===== config.mk =====
export PLATFORM = sky130hd
export DESIGN_NAME = i2c_byte_irq_ctrl
export DESIGN_NICKNAME = d
export VERILOG_FILES = /design/src/rtl/i2c_irq_pkg.sv /design/src/rtl/i2c_bus_decode.sv /design/src/rtl/i2c_csr_bank.sv /design/src/rtl/i2c_irq_latch.sv /design/src/rtl/i2c_byte_irq_ctrl.sv
export SDC_FILE = /design/constraint.sdc
export NUM_CORES = 1
export LEC_CHECK = 0
export ABC_AREA = 1
export BUFFER_PORTS_ARGS = -buffer_cell sky130_fd_sc_hd__buf_2
export CORE_AREA = 5 5 60 62
export DETAILED_ROUTE_END_ITERATION = 6
export DIE_AREA = 0 0 65 67
export GPL_TIMING_DRIVEN = 0
export HOLD_SLACK_MARGIN = 0.06
export MAX_ROUTING_LAYER = met4
export PLACE_DENSITY = 0.73
export SLEW_MARGIN = 30
export SYNTH_ARGS = -nofsm -noshare
export SYNTH_HDL_FRONTEND = slang
export SYNTH_SLANG_ARGS = --single-unit
export TNS_END_PERCENT = 50

===== constraint.sdc =====
create_clock -name clk_i -period 1.04 [get_ports clk_i]
set_input_delay 0.208 -clock clk_i [delete_from_list [all_inputs] [get_ports clk_i]]
set_output_delay 0.208 -clock clk_i [all_outputs]
set_load 0.02 [all_outputs]

===== src/rtl/i2c_irq_pkg.sv =====
package i2c_irq_pkg;
  localparam int BYTE_W   = 8;
  localparam int PEND_BIT = 5;
  localparam int EN_BIT   = 1;
  localparam int CTL_LSB  = 5;
  localparam int CTL_W    = 3;

  typedef enum logic [2:0] {
    RS_NONE,
    RS_CSR,
    RS_DAT,
    RS_FLG,
    RS_EN
  } rsel_t;
endpackage


===== src/rtl/i2c_bus_decode.sv =====
module i2c_bus_decode
  import i2c_irq_pkg::*;
#(
  parameter int ADDR_W = 8,
  parameter logic [ADDR_W-1:0] CSR_ADDR = 'h40,
  parameter logic [ADDR_W-1:0] DAT_ADDR = 'h41,
  parameter logic [ADDR_W-1:0] FLG_ADDR = 'h91,
  parameter logic [ADDR_W-1:0] EN_ADDR  = 'he8
) (
  input  logic [ADDR_W-1:0] addr_i,
  input  logic              rd_i,
  input  logic              wr_i,
  output logic              csr_acc_o,
  output logic              csr_wr_o,
  output logic              dat_acc_o,
  output logic              dat_wr_o,
  output logic              flg_wr_o,
  output logic              en_wr_o,
  output rsel_t             rsel_o
);
  logic hit_csr, hit_dat, hit_flg, hit_en;

  assign hit_csr = (addr_i == CSR_ADDR);
  assign hit_dat = (addr_i == DAT_ADDR);
  assign hit_flg = (addr_i == FLG_ADDR);
  assign hit_en  = (addr_i == EN_ADDR);

  assign csr_acc_o = hit_csr & (rd_i | wr_i);
  assign csr_wr_o  = hit_csr & wr_i;
  assign dat_acc_o = hit_dat & (rd_i | wr_i);
  assign dat_wr_o  = hit_dat & wr_i;
  assign flg_wr_o  = hit_flg & wr_i;
  assign en_wr_o   = hit_en & wr_i;

  always_comb begin
    rsel_o = RS_NONE;
    if (hit_csr)      rsel_o = RS_CSR;
    else if (hit_dat) rsel_o = RS_DAT;
    else if (hit_flg) rsel_o = RS_FLG;
    else if (hit_en)  rsel_o = RS_EN;
  end
endmodule


===== src/rtl/i2c_csr_bank.sv =====
module i2c_csr_bank
  import i2c_irq_pkg::*;
(
  input  logic              clk_i,
  input  logic              rst_ni,
  input  logic              csr_wr_i,
  input  logic              dat_acc_i,
  input  logic              dat_wr_i,
  input  logic [CTL_W-1:0]  ctl_wdata_i,
  input  logic [BYTE_W-1:0] dat_wdata_i,
  input  logic              byte_done_i,
  input  logic [BYTE_W-1:0] rx_byte_i,
  output logic [CTL_W-1:0]  ctl_o,
  output logic              done_o,
  output logic [BYTE_W-1:0] rx_o,
  output logic [BYTE_W-1:0] tx_o,
  output logic              kick_o
);
  logic [CTL_W-1:0]  ctl_q;
  logic              done_q;
  logic [BYTE_W-1:0] rx_q, tx_q;
  logic              kick_q;

  always_ff @(posedge clk_i or negedge rst_ni) begin
    if (!rst_ni) begin
      ctl_q  <= '0;
      done_q <= 1'b0;
      rx_q   <= '0;
      tx_q   <= '0;
      kick_q <= 1'b0;
    end else begin
      if (csr_wr_i) ctl_q <= ctl_wdata_i;
      // completion beats a same-cycle data access
      if (byte_done_i)    done_q <= 1'b1;
      else if (dat_acc_i) done_q <= 1'b0;
      if (byte_done_i) rx_q <= rx_byte_i;
      if (dat_wr_i)    tx_q <= dat_wdata_i;
      kick_q <= dat_acc_i;
    end
  end

  assign ctl_o  = ctl_q;
  assign done_o = done_q;
  assign rx_o   = rx_q;
  assign tx_o   = tx_q;
  assign kick_o = kick_q;

  AST_DONE_SET: assert property (@(posedge clk_i) disable iff (!rst_ni)
    byte_done_i |=> done_q);
  AST_DONE_HOLD: assert property (@(posedge clk_i) disable iff (!rst_ni)
    (!byte_done_i && !dat_acc_i) |=> $stable(done_q));
  AST_KICK_PULSE: assert property (@(posedge clk_i) disable iff (!rst_ni)
    kick_q |-> $past(dat_acc_i));
endmodule


===== src/rtl/i2c_irq_latch.sv =====
module i2c_irq_latch (
  input  logic clk_i,
  input  logic rst_ni,
  input  logic set_i,
  input  logic acc_clr_i,
  input  logic flg_wr_i,
  input  logic flg_wbit_i,
  input  logic en_wr_i,
  input  logic en_wbit_i,
  output logic pend_o,
  output logic en_o,
  output logic irq_o
);
  logic pend_q, en_q, irq_q, clr;

  // writing 1 to the flag is ignored; only hardware sets it
  assign clr = acc_clr_i | (flg_wr_i & ~flg_wbit_i);

  always_ff @(posedge clk_i or negedge rst_ni) begin
    if (!rst_ni) begin
      pend_q <= 1'b0;
      en_q   <= 1'b0;
      irq_q  <= 1'b0;
    end else begin
      if (set_i)    pend_q <= 1'b1;
      else if (clr) pend_q <= 1'b0;
      if (en_wr_i) en_q <= en_wbit_i;
      irq_q <= pend_q & en_q;
    end
  end

  assign pend_o = pend_q;
  assign en_o   = en_q;
  assign irq_o  = irq_q;

  AST_SET_WINS: assert property (@(posedge clk_i) disable iff (!rst_ni)
    set_i |=> pend_q);
  AST_ACC_CLEARS: assert property (@(posedge clk_i) disable iff (!rst_ni)
    (acc_clr_i && !set_i) |=> !pend_q);
  AST_FLAG_ONE_IGNORED: assert property (@(posedge clk_i) disable iff (!rst_ni)
    (flg_wr_i && flg_wbit_i && !acc_clr_i && !set_i) |=> $stable(pend_q));
  AST_MASKED_QUIET: assert property (@(posedge clk_i) disable iff (!rst_ni)
    !en_q |=> !irq_q);
endmodule


===== src/rtl/i2c_byte_irq_ctrl.sv =====
module i2c_byte_irq_ctrl
  import i2c_irq_pkg::*;
#(
  parameter int ADDR_W = 8,
  parameter logic [ADDR_W-1:0] CSR_ADDR = 'h40,
  parameter logic [ADDR_W-1:0] DAT_ADDR = 'h41,
  parameter logic [ADDR_W-1:0] FLG_ADDR = 'h91,
  parameter logic [ADDR_W-1:0] EN_ADDR  = 'he8
) (
  input  logic              clk_i,
  input  logic              rst_ni,
  input  logic [ADDR_W-1:0] bus_addr_i,
  input  logic              bus_rd_i,
  input  logic              bus_wr_i,
  input  logic [BYTE_W-1:0] bus_wdata_i,
  output logic [BYTE_W-1:0] bus_rdata_o,
  input  logic              byte_done_i,
  input  logic [BYTE_W-1:0] rx_byte_i,
  input  logic [1:0]        id_i,
  input  logic              berr_i,
  input  logic              ack_i,
  output logic              start_o,
  output logic              stop_o,
  output logic              lastrd_o,
  output logic [BYTE_W-1:0] tx_data_o,
  output logic              kick_o,
  output logic              irq_o
);
  logic              csr_acc, csr_wr, dat_acc, dat_wr, flg_wr, en_wr;
  rsel_t             rsel;
  logic [CTL_W-1:0]  ctl;
  logic              done, pend, en;
  logic [BYTE_W-1:0] rx;

  i2c_bus_decode #(
    .ADDR_W(ADDR_W), .CSR_ADDR(CSR_ADDR), .DAT_ADDR(DAT_ADDR),
    .FLG_ADDR(FLG_ADDR), .EN_ADDR(EN_ADDR)
  ) u_dec (
    .addr_i(bus_addr_i), .rd_i(bus_rd_i), .wr_i(bus_wr_i),
    .csr_acc_o(csr_acc), .csr_wr_o(csr_wr), .dat_acc_o(dat_acc),
    .dat_wr_o(dat_wr), .flg_wr_o(flg_wr), .en_wr_o(en_wr), .rsel_o(rsel)
  );

  i2c_csr_bank u_csr (
    .clk_i, .rst_ni,
    .csr_wr_i(csr_wr), .dat_acc_i(dat_acc), .dat_wr_i(dat_wr),
    .ctl_wdata_i(bus_wdata_i[CTL_LSB +: CTL_W]), .dat_wdata_i(bus_wdata_i),
    .byte_done_i, .rx_byte_i,
    .ctl_o(ctl), .done_o(done), .rx_o(rx), .tx_o(tx_data_o), .kick_o
  );

  i2c_irq_latch u_irq (
    .clk_i, .rst_ni,
    .set_i(byte_done_i), .acc_clr_i(csr_acc | dat_acc),
    .flg_wr_i(flg_wr), .flg_wbit_i(bus_wdata_i[PEND_BIT]),
    .en_wr_i(en_wr), .en_wbit_i(bus_wdata_i[EN_BIT]),
    .pend_o(pend), .en_o(en), .irq_o
  );

  assign {start_o, stop_o, lastrd_o} = ctl;

  always_comb begin
    bus_rdata_o = '0;
    unique case (rsel)
      RS_CSR:  bus_rdata_o = {ctl, id_i, berr_i, ack_i, done};
      RS_DAT:  bus_rdata_o = rx;
      RS_FLG:  bus_rdata_o[PEND_BIT] = pend;
      RS_EN:   bus_rdata_o[EN_BIT] = en;
      default: bus_rdata_o = '0;
    endcase
  end

  AST_IRQ_NEEDS_EN: assert property (@(posedge clk_i) disable iff (!rst_ni)
    irq_o |-> $past(en));
  AST_DONE_RAISES_PEND: assert property (@(posedge clk_i) disable iff (!rst_ni)
    $rose(done) |-> pend);
endmodule


==> results of run 1 <==
what timing repair did:
action                     CTS  global route
hold buffers                 1             0
cloned                       2             0
pin swaps                   10            10
setup endpoints to repair   21            21
resized for setup           46            11
buffers inserted             8             4
hold endpoints to repair    24             0
critical path, delay by kind of cell:
family                 cells  cell delay, ns
buffers and inverters      4            0.45
AND/OR/NAND/NOR            3            0.34
AO/OA/AOI/OAI              1            0.15
logic make-up after synthesis:
logic type	share of synthesized area [%]
compound gates	13.4
buf+inv	10.2
flops	50.5
simple gates	26.0
cell usage in the layout (no fill, tap or decap), drive strengths merged:
master,count
buf,70
clkbuf,5
dfrtp,24
dlygate4sd3,1
inv,24
nand2,53
nand3,9
nor2,6
nor3,2
o211ai,2
o21ai,24
o22ai,1
how the worst max path moves through the flow:
stage	slack, ns	cells past startpoint	start	end
floorplan	-0.11	6	bus_addr_i[5]	bus_rdata_o[1]
detailed placement	-0.48	10	bus_addr_i[5]	bus_rdata_o[1]
finish	-0.31	8	bus_addr_i[4]	bus_rdata_o[5]
CTS	-0.32	8	bus_addr_i[7]	bus_rdata_o[5]
global placement	-0.47	10	bus_addr_i[5]	bus_rdata_o[1]
global route	-0.36	10	bus_addr_i[4]	bus_rdata_o[1]
metrics by stage:
stage / TNS [ns] / hold WS [ns]
floorplan: -0.505 / -0.0876
global placement: -4.66 / 0.217
detailed placement: -4.81 / 0.217
CTS: -2.81 / 0.0820
global route: -4.05 / 0.0828
finish: -2.99 / 0.0816
layer usage:
layer  up-vias  track usage, %
li1        612               -
met1       559            22.7
met2        39            28.6
met3         2            3.04
met4         0            3.43
met5         -               -
cell type report:
class                      count  area (sq um)  area share, %
buffer                         4          48.8           2.45
multi-input combinational     97           638           32.0
tap                           33          41.3           2.07
timing repair buffer          68           515           25.8
inverter                      24           113           5.65
sequential                    24           602           30.2
clock buffer                   4          36.3           1.82
flip-flops by register name, summed over array words and instances (netlist names):
name / count
u_csr.tx_o: 8
u_irq.irq_o: 1
u_irq.pend_o: 1
u_csr.rx_o: 8
u_irq.en_o: 1
u_csr.done_o: 1
u_csr.kick_o: 1
u_csr.ctl_o: 3
power by group:
| group | total [mW] | switching [mW] | internal [mW] | leakage, nW |
|---|---|---|---|---|
| clock network | 0.500 | 0.286 | 0.214 | 0.0210 |
| logic | 0.342 | 0.202 | 0.140 | 0.827 |
| registers | 1.01 | 0.0268 | 0.985 | 0.306 |
| total | 1.85 | 0.515 | 1.34 | 1.15 |
==> flow_summary.yaml, run 1 <==
run_status:
  status: "finished, violations left"
  violations: "setup timing"
critical_path:
  critPathLaunchType: "primary input"
  r2r_end: "u_csr.tx_o[7]"
  cp_data_required_time_ns: 0.83
  r2r_cells: 3
  arrival_ns: 1.15
  cpMaxStageDelayCell: "nor2_4"
  cpMostUsedCell: "nand2_4"
  rrSetupSlack_ns: 0.27
  crit_fanout: 5
  crit_type: "in2out"
  r2r_start: "u_csr.tx_o[7]"
  cp-end-kind: "primary output"
  crit_path_cell_trace: "buf_8, inv_4, nand2_4, nor2_4, nand2_4, buf_12, o211ai_4, buf_6"
  max_stage_delay_ns: 0.18
logic_synthesis:
  yosysTopAreaCellShare_pct: 50.5
  synth.area.top_cells: "dfrtp_1 (50%), nand2_1 (16%), inv_1 (7.3%)"
  synth-seq-cells: 24
  synth_warnings: 0
  yosysMostFrequentCell: "nand2_1"
  synth_edf_count: 0
  synthArstFlopShare_pct: 100
  synth_area_per_cell_sq_um: 7.99
  synth_nets: 182
  synth_cell_types: 18
  yosysTopAreaCell: "dfrtp_1"
  synth_common_cells: "nand2_1 (51), dfrtp_1 (24), inv_1 (23), o21ai_0 (16), nand3_1 (9)"
  syn_area_sq_mm: 0.00119
  synth-seq-area-share_pct: 50.5
  synth_top_flop_cell: "dfrtp_1"
  synth_cells: 149
cts:
  cts_root_buf: "clkbuf_4"
  clock_latency_ns: 0.31
  htree_levels: 1
  numCtsBuffers: 3
  tritoncts: "yes"
  clkTransAtPathRegs_ns: 0.13
  clock-sinks: 24
  cts_buffer_depth: 2
global_routing:
  grt_max_degree: 25
  track_usage_pct: 17.4
  antenna_found_initial: 0
  overflow: 0
  grt_pass1_wl_microns: 5690
  grt_pass1_vias: 1278
sta:
  worst_slack_ns: -0.314
  worst_pin_slew_ns: 0.527
  finalSetupViolations: 23
  rsz0062_at_grt: "yes"
  period_needed_ns: 1.35
  timing.fmax_mhz: 739
  slew_violations: 0
  timing.final.crit_share_pct: 130
  worst_clock_skew_ns: 0.000783
  relSlewSlack_pct: 64.9
  hold_viol_final: 0
detailed_routing:
  ant_nets: 0
  drt_first_pass_iters: 4
  wirelength_microns: 3390
  dr_wl_met2_microns: 1640
  vias: 1212
  drt_iter0_drc: 35
  wl_met3_microns: 172
  wl_per_cell_microns: 13.3
  drc: 0
  dr.max_layer_used: "met4"
  wl_met1_microns: 1560
  drt-vias-per-instance: 4.77
placement:
  io_buffers: 53
  hpwl_microns: 2350
  dp.cells: 235
  dpl_cell_area_sq_mm: 0.00164
  place.gp.congestion: 0.825
  pre_cts_slack_ns: -0.476
die:
  rows: 20
  die-area_sq_mm: 0.00436
  die_y_microns: 67
  core_sq_mm: 0.00298
  io_pins: 54
  die_w_microns: 65
  start_util_pct: 40.0
final_layout:
  finish.utilization_pct: 67.0
  diodes: 0
  stdcell_count: 254
  layout-area-overhead-vs-synth_pct: 67.6
  fin_nets: 255
  fin_area_sq_mm: 0.00199
  fillers: 243
  drive_above_1_share_pct: 50.2
power:
  irDropWorstVdd_mv: 0.726
  total_leakage_power_nw: 1.15
  fin_total_pwr_mw: 1.85
  power.density_mw_per_mm2: 929
worst_hold_path:
  hold_depth: 3
  worstHoldStart: "bus_wdata_i[3]"
  hp-class: "in2reg"
  worstHoldEndpoint: "u_csr.tx_o[3]"
flow_run:
  drv_cap: 0
Note: power is estimated with default switching activity, not from simulation.
==> run 2, diff against run 1 <==
CORE_AREA = 5 5 56 58   (was 5 5 60 62)
DIE_AREA = 0 0 61 63   (was 0 0 65 67)
PLACE_DENSITY = 0.8   (was 0.73)
clock period = 1.6 ns   (was 1.04 ns; I/O delays follow)
==> flow_summary.yaml, run 2 (same netlist as run 1, synthesis figures left out) <==
flow_run:
  drv_cap: 0
cts:
  htree_levels: 1
  tritoncts: "yes"
  cts_buffer_depth: 2
  clock-sinks: 24
  numCtsBuffers: 3
  cts_root_buf: "clkbuf_4"
  clock_latency_ns: 0.32
  clkTransAtPathRegs_ns: 0.13
sta:
  whs_ns: 0.188
  timing.fmax_mhz: 622
  rsz0062_at_grt: "yes"
  worst_slack_ns: -0.00756
  hold_viol_final: 0
  worst_clock_skew_ns: 0.000479
  worst_pin_slew_ns: 0.528
  finalSetupViolations: 1
  slew_violations: 0
  relSlewSlack_pct: 64.8
  timing.final.crit_share_pct: 100
  period_needed_ns: 1.61
critical_path:
  max_stage_delay_ns: 0.28
  cpMaxStageDelayCell: "nor3_1"
  crit_path_cell_trace: "buf_2, inv_1, nand2_2, nor3_1, nand3_1, o211ai_2, buf_6"
  arrival_ns: 1.29
  critPathLaunchType: "primary input"
  cp_data_required_time_ns: 1.28
  cp-end-kind: "primary output"
  crit_fanout: 2
  crit_type: "in2out"
die:
  die-area_sq_mm: 0.00384
  core_sq_mm: 0.00262
  start_util_pct: 45.5
  die_y_microns: 63
  rows: 19
  io_pins: 54
  die_w_microns: 61
placement:
  io_buffers: 53
  hpwl_microns: 2240
  place.gp.congestion: 0.821
final_layout:
  layout-area-overhead-vs-synth_pct: 48.9
  fillers: 215
  drive_above_1_share_pct: 45.1
  seq_area_sq_um: 601
  multiInputGateArea_sq_um: 546
  fin_nets: 249
  diodes: 0
  final_cell_mix: "nand2_1 (42), buf_2 (42), dfrtp_1 (24), inv_1 (17), o21ai_0 (16)"
power:
  fin_total_pwr_mw: 1.30
  irDropWorstVdd_mv: 0.481
  power.density_mw_per_mm2: 731
  total_leakage_power_nw: 1.05
detailed_routing:
  vias: 1191
  wl_per_cell_microns: 13.1
  wirelength_microns: 3210
  drt-vias-per-instance: 4.84
  drt_first_pass_iters: 4
  drc: 0
  ant_nets: 0
  drt_iter0_drc: 38
run_status:
  violations: "setup timing"
  status: "finished, violations left"
global_routing:
  track_usage_pct: 16.7
  grt_max_degree: 25
  grt_pass1_vias: 1156
  overflow: 0
  grt_pass1_wl_microns: 4910
  antenna_found_initial: 0
worst_hold_path:
  hp-class: "in2reg"
run 2: worst paths after layout:
path	cells after the start	from	slack, ns	to
hold / removal	3	bus_wdata_i[2]	0.19	u_csr.tx_o[2]
setup / recovery	7	bus_addr_i[0]	-0.008	bus_rdata_o[1]
hold reg to reg	2	u_csr.tx_o[6]	0.50	u_csr.tx_o[6]
min in group asynchronous	2	rst_ni	0.49	u_csr.rx_o[6]
max in group asynchronous	2	rst_ni	0.76	u_irq.en_o
setup reg to reg	2	u_csr.rx_o[5]	0.88	u_csr.rx_o[5]
run 2: report_power, final:
part | internal (mW) | switching (mW) | total [mW]
sequential | 0.640 | 0.0151 | 0.655
combinational | 0.0783 | 0.121 | 0.199
clock | 0.254 | 0.187 | 0.441
total | 0.972 | 0.323 | 1.30
run 2: routing by layer:
metal / GRT usage [%] / up-vias / part of all wire [%]
met5: - / - / 0
met4: 3.25 / 0 / 1.6
met3: 3.31 / 7 / 7.8
met2: 28.5 / 42 / 50
met1: 20.2 / 545 / 40
li1: - / 597 / -
run 2: worst max-delay path, delay by kind of cell:
| family | cells | cell delay, ns |
|---|---|---|
| simple gates | 3 | 0.55 |
| buf+inv | 3 | 0.30 |
| compound gates | 1 | 0.11 |
run 2: what timing repair did:
action,in CTS,in global routing
buffers inserted,2,5
hold buffers,1,0
cloned,1,0
endpoints found under the setup margin,8,8
endpoints found under the hold margin,24,0
pin swaps,3,8
gates resized for setup,16,35
run 2: through the flow:
step / setup slack, ns / setup TNS, ns / instances / utilization [%] / area [sq um]
6_report: -0.00756 / -0.00756 / 246 / 67.8 / 1770
5_1_grt: -0.0750 / -0.306 / 246 / 67.8 / 1770
4_1_cts: -0.00253 / -0.00258 / 241 / 61.7 / 1610
3_5_place_dp: -0.109 / -0.599 / 233 / 57.1 / 1490
3_3_place_gp: -0.0879 / -0.500 / 233 / 57.1 / 1490
2_1_floorplan: 0.0821 / 0 / 149 / - / 1190
run 2: area by class of cell:
type | count | area share, %
Clock buffer | 3 | 1.27
Multi-Input combinational cell | 97 | 30.8
Tap cell | 31 | 2.19
Timing Repair Buffer | 62 | 22.7
Inverter | 24 | 5.65
Buffer | 4 | 1.77
Clock inverter | 1 | 1.69
Sequential cell | 24 | 33.9
